$ cat config.mk
export PLATFORM = sky130hd
export DESIGN_NAME = ascii_param_parser
export DESIGN_NICKNAME = d
export VERILOG_FILES = /design/src/rtl/ascii_param_parser.sv
export SDC_FILE = /design/constraint.sdc
export NUM_CORES = 1
export LEC_CHECK = 0
export CAP_MARGIN = 10
export CELL_PAD_IN_SITES_DETAIL_PLACEMENT = 1
export CELL_PAD_IN_SITES_GLOBAL_PLACEMENT = 1
export CORE_AREA = 2 2 100 102
export CTS_BUF_LIST = sky130_fd_sc_hd__clkbuf_8
export CTS_CLUSTER_DIAMETER = 100
export DETAILED_ROUTE_END_ITERATION = 6
export DIE_AREA = 0 0 102 104
export GPL_ROUTABILITY_DRIVEN = 0
export PLACE_DENSITY_LB_ADDON = 0.1
export SKIP_LAST_GASP = 1
export SLEW_MARGIN = 40
export SYNTH_ARGS = -nofsm -noshare
export SYNTH_HDL_FRONTEND = slang
export SYNTH_SLANG_ARGS = --single-unit
$ cat constraint.sdc
create_clock -name clk -period 1.8 [get_ports clk]
set_input_delay 0.36 -clock clk [delete_from_list [all_inputs] [get_ports clk]]
set_output_delay 0.36 -clock clk [all_outputs]
set_load 0.02 [all_outputs]
$ cat src/rtl/ascii_param_parser.sv
module ascii_param_parser #(
  parameter int FREQ_DIG = 6,
  parameter int AMPL_DIG = 4,
  parameter int VERN_DIG = 3,
  parameter int LVL_DIG  = 1,
  parameter int DLY_DIG  = 2,
  parameter logic [6:0] KEY_FREQ = 7'h46,
  parameter logic [6:0] KEY_AMPL = 7'h41,
  parameter logic [6:0] KEY_VERN = 7'h56,
  parameter logic [6:0] KEY_LVL  = 7'h4C,
  parameter logic [6:0] KEY_DLY  = 7'h44,
  parameter logic [4*FREQ_DIG-1:0] FREQ_INIT = 24'h001000,
  parameter logic [4*AMPL_DIG-1:0] AMPL_INIT = 16'h0100,
  parameter logic [4*VERN_DIG-1:0] VERN_INIT = 12'h500,
  parameter logic [4*LVL_DIG-1:0]  LVL_INIT  = 4'h1,
  parameter logic [4*DLY_DIG-1:0]  DLY_INIT  = 8'h00
) (
  input  logic                    clk,
  input  logic                    rst_n,
  input  logic                    char_stb,
  input  logic [6:0]              char_in,
  output logic [4*FREQ_DIG-1:0]   freq_bcd,
  output logic [4*AMPL_DIG-1:0]   ampl_bcd,
  output logic [4*VERN_DIG-1:0]   vern_bcd,
  output logic [4*LVL_DIG-1:0]    lvl_bcd,
  output logic [4*DLY_DIG-1:0]    dly_bcd,
  output logic [4:0]              upd,
  output logic                    done
);
  localparam int WF = 4*FREQ_DIG;
  localparam int WA = 4*AMPL_DIG;
  localparam int WV = 4*VERN_DIG;
  localparam int WL = 4*LVL_DIG;
  localparam int WD = 4*DLY_DIG;

  logic [4:0] sel;
  logic [4:0] hit;
  logic [4:0] shift;
  logic       is_num;
  logic [3:0] num;

  assign is_num = (char_in >= 7'h30) && (char_in <= 7'h39);
  assign num    = char_in[3:0];

  assign hit = {5{char_stb}} & {char_in == KEY_DLY, char_in == KEY_LVL,
                                char_in == KEY_VERN, char_in == KEY_AMPL,
                                char_in == KEY_FREQ};
  assign shift = (char_stb && is_num) ? sel : 5'b0;

  always_ff @(posedge clk) begin
    if (!rst_n) begin
      sel  <= '0;
      upd  <= '0;
      done <= 1'b0;
    end else begin
      if (|hit) sel <= hit;
      upd  <= hit | shift;
      done <= char_stb;
    end
  end

  always_ff @(posedge clk) begin
    if (!rst_n)        freq_bcd <= FREQ_INIT;
    else if (hit[0])   freq_bcd <= '0;
    else if (shift[0]) freq_bcd <= WF'({freq_bcd, num});
  end

  always_ff @(posedge clk) begin
    if (!rst_n)        ampl_bcd <= AMPL_INIT;
    else if (hit[1])   ampl_bcd <= '0;
    else if (shift[1]) ampl_bcd <= WA'({ampl_bcd, num});
  end

  always_ff @(posedge clk) begin
    if (!rst_n)        vern_bcd <= VERN_INIT;
    else if (hit[2])   vern_bcd <= '0;
    else if (shift[2]) vern_bcd <= WV'({vern_bcd, num});
  end

  always_ff @(posedge clk) begin
    if (!rst_n)        lvl_bcd <= LVL_INIT;
    else if (hit[3])   lvl_bcd <= '0;
    else if (shift[3]) lvl_bcd <= WL'({lvl_bcd, num});
  end

  always_ff @(posedge clk) begin
    if (!rst_n)        dly_bcd <= DLY_INIT;
    else if (hit[4])   dly_bcd <= '0;
    else if (shift[4]) dly_bcd <= WD'({dly_bcd, num});
  end
endmodule


==> run summary <==
outcome -> completed
startpoint types -> input port
I/O pins -> 80
Post-synth EDFFs -> 0
design area -> 4974 um^2
Syn Nets -> 348
core area -> 9549 um^2
most area-hungry cell type in the Yosys netlist -> dfxtp_1
power per cell area -> 648.2 nW/um^2
synth top area cells -> dfxtp_1 (46%), mux2i_1 (9.4%), o311ai_0 (5.9%), o31ai_1 (5.7%), nand4_1 (4.6%)
# rows -> 36
vias per cell -> 5.526
Setup WS pre-CTS -> -568.9 ps
GR Util met1 -> 29.32%
cell area after synthesis -> 3286 um^2
Max IR drop VDD -> 0.3058 mV
Final TNS setup -> 0 ps
Clock Skew -> 8.628 ps
Synth top cells by count -> dfxtp_1 (75), mux2i_1 (31), clkbuf_1 (27), o31ai_1 (25)
CP Class -> in -> reg
FF+latch area -> 1501 um^2
Final ANT Viol Nets -> 0
pin count of the biggest net entering global routing -> 27
final number of hold-violating endpoints -> 0
Final WS setup -> 31.08 ps
synth warn -> 0
Initial Util -> 34.41%
Top Usage Layer GRT -> met2
# DRC -> 0
Slew headroom -> 71.81%
Final min period -> 1769 ps
worst hold path type -> reg -> reg
Synth top area share -> 45.70%
final wirelength -> 10810 um
TritonCTS buffer count -> 9
diode count -> 0
Filler Cell Count -> 1088
Worst-Margin Slew -> 417.6 ps
Synth cell types -> 45
worst-path maximum fanout -> 5
chip height -> 104 um
register area share after synthesis -> 45.70%
hpwl dp -> 7574 um
RSZ-0062 raised after global routing -> no
CP arrival -> 2010 ps
Final #Nets -> 464
initial drt markers -> 90
Async SR Flop Fraction -> 0%
final worst path period share -> 98.27%
Root Driver -> clkbuf_8
CP required -> 2040 ps
DIE AREA -> 10610 um^2
Syn Inst Count -> 338
Clock Sink Count -> 75
chip width -> 102 um
Yosys reg bits -> 75
drt wl/cell -> 18.30 um
input/output buffers -> 79
Max Cap Viol -> 0
Area growth syn-to-layout -> 51.37%
GR Util met3 -> 4.167%
fin. max-slew vios -> 0
initial antenna violation count -> 0
first-pass GRT wire length -> 17710 um
# setup viols final -> 0
Clock Latency Late Sink -> 350 ps
grt total ovfl -> 0
Leak Pwr -> 1.692 nW
ratio of cells with drive above 1 in the final layout -> 21.62%
GR Util met2 -> 32.05%
Clock Pin Slew Worst Setup and Hold Paths -> 70 ps
Post-DP Area -> 4627 um^2
vias after detailed routing -> 3266
Highest Clock Rate -> 565.3 MHz
top-count cell post-synth -> dfxtp_1
vias in the first global route -> 3360
Max H-tree Level -> 3
Hold Slack -> 469.5 ps
All-Layer GR Usage -> 20.90%
syn avg cell area -> 9.721 um^2
CTS tree -> built
Synth Flop Type -> dfxtp_1
DRT Pass-1 Iters -> 5
Setup crit end kind -> flip-flop
CTS max path bufs -> 2
multi-input logic area -> 1665 um^2
[state kept, by name, indices dropped and copies added, names as in the netlist]
signal and cells:
dly_bcd 8, freq_bcd 24, lvl_bcd 4, sel 5, done 1, vern_bcd 12
ampl_bcd 16, upd 5
[layout by cell type, fill, tap and decap left out, types with 3 or more instances in the layout]
master	instances
dfxtp_1	75
clkdlybuf4s50_1	74
buf_4	50
mux2i_1	31
a21oi_1	24
o31ai_1	24
nand4_1	24
o211ai_1	14
nand2_1	9
o311ai_0	9
o311ai_1	9
clkbuf_8	9
inv_1	8
a31oi_1	7
buf_6	7
buf_12	6
a211oi_1	5
o21a_1	4
nor2_1	4
o311ai_2	4
nor3_1	4
dlymetal6s2s_1	4
nand3_1	3
nor3_2	3
o221ai_1	3
a311o_1	3
[critical path: stages]
cell and delay [ps]:
clkdlybuf4s50_1 440, buf_6 140, or4b_4 490, o22a_1 240, a311o_1 340
[logic make-up (layout without fill, tap and decap cells)]
| group | count (synthesis) | in the layout | synth area share, % |
|---|---|---|---|
| compound gates | 119 | 119 | 26.43 |
| buf+inv | 48 | 168 | 5.941 |
| flops | 75 | 75 | 45.70 |
| simple gates | 64 | 64 | 12.15 |
| mux | 32 | 32 | 9.787 |
[final timing paths]
path,start,endpoint,slack (ps),cells past startpoint
worst max-delay path,char_in[4],sel[4],30,5
worst min-delay path,vern_bcd[9],vern_bcd[9],470,2
worst max register to register,sel[0],freq_bcd[12],340,5
worst min register to register,vern_bcd[9],vern_bcd[9],470,2
[per-stage QoR]
stage / util (%) / std cells / total power [mW]
after floorplan: - / 338 / 1.827
after global placement: 48.45 / 573 / 1.982
after detailed placement: 48.45 / 573 / 1.988
after CTS: 50.62 / 588 / 3.250
after global routing: 52.08 / 591 / 3.351
final: 52.08 / 591 / 3.224
[report_power, final]
group | internal [mW] | total, mW | switching (mW)
registers | 1.66 | 1.67 | 0.00453
logic | 0.126 | 0.300 | 0.174
clock network | 0.623 | 1.26 | 0.635
[layout make-up]
class	instances	area share [%]
Tap cell	133	3.346
Clock buffer	9	2.491
Timing Repair Buffer	144	28.63
Sequential cell	75	30.19
Inverter	9	0.6792
Clock inverter	6	1.182
Multi-Input combinational cell	215	33.48
[metal layers]
layer,up-vias,wire (um)
li1,1569,-
met1,1623,5183
met2,65,5135
met3,9,366
met4,0,129
met5,-,0
[timing repair]
item                                    4_1_cts  5_1_grt
setup buffers                                 0        1
endpoints found under the setup margin       40       48
pin swaps                                     0        3
gates resized for setup                      13       26
hold endpoints to repair                      0        0
gates cloned                                  0        2
hold buffers                                  0        0
Power figures use the tool's default switching activity.
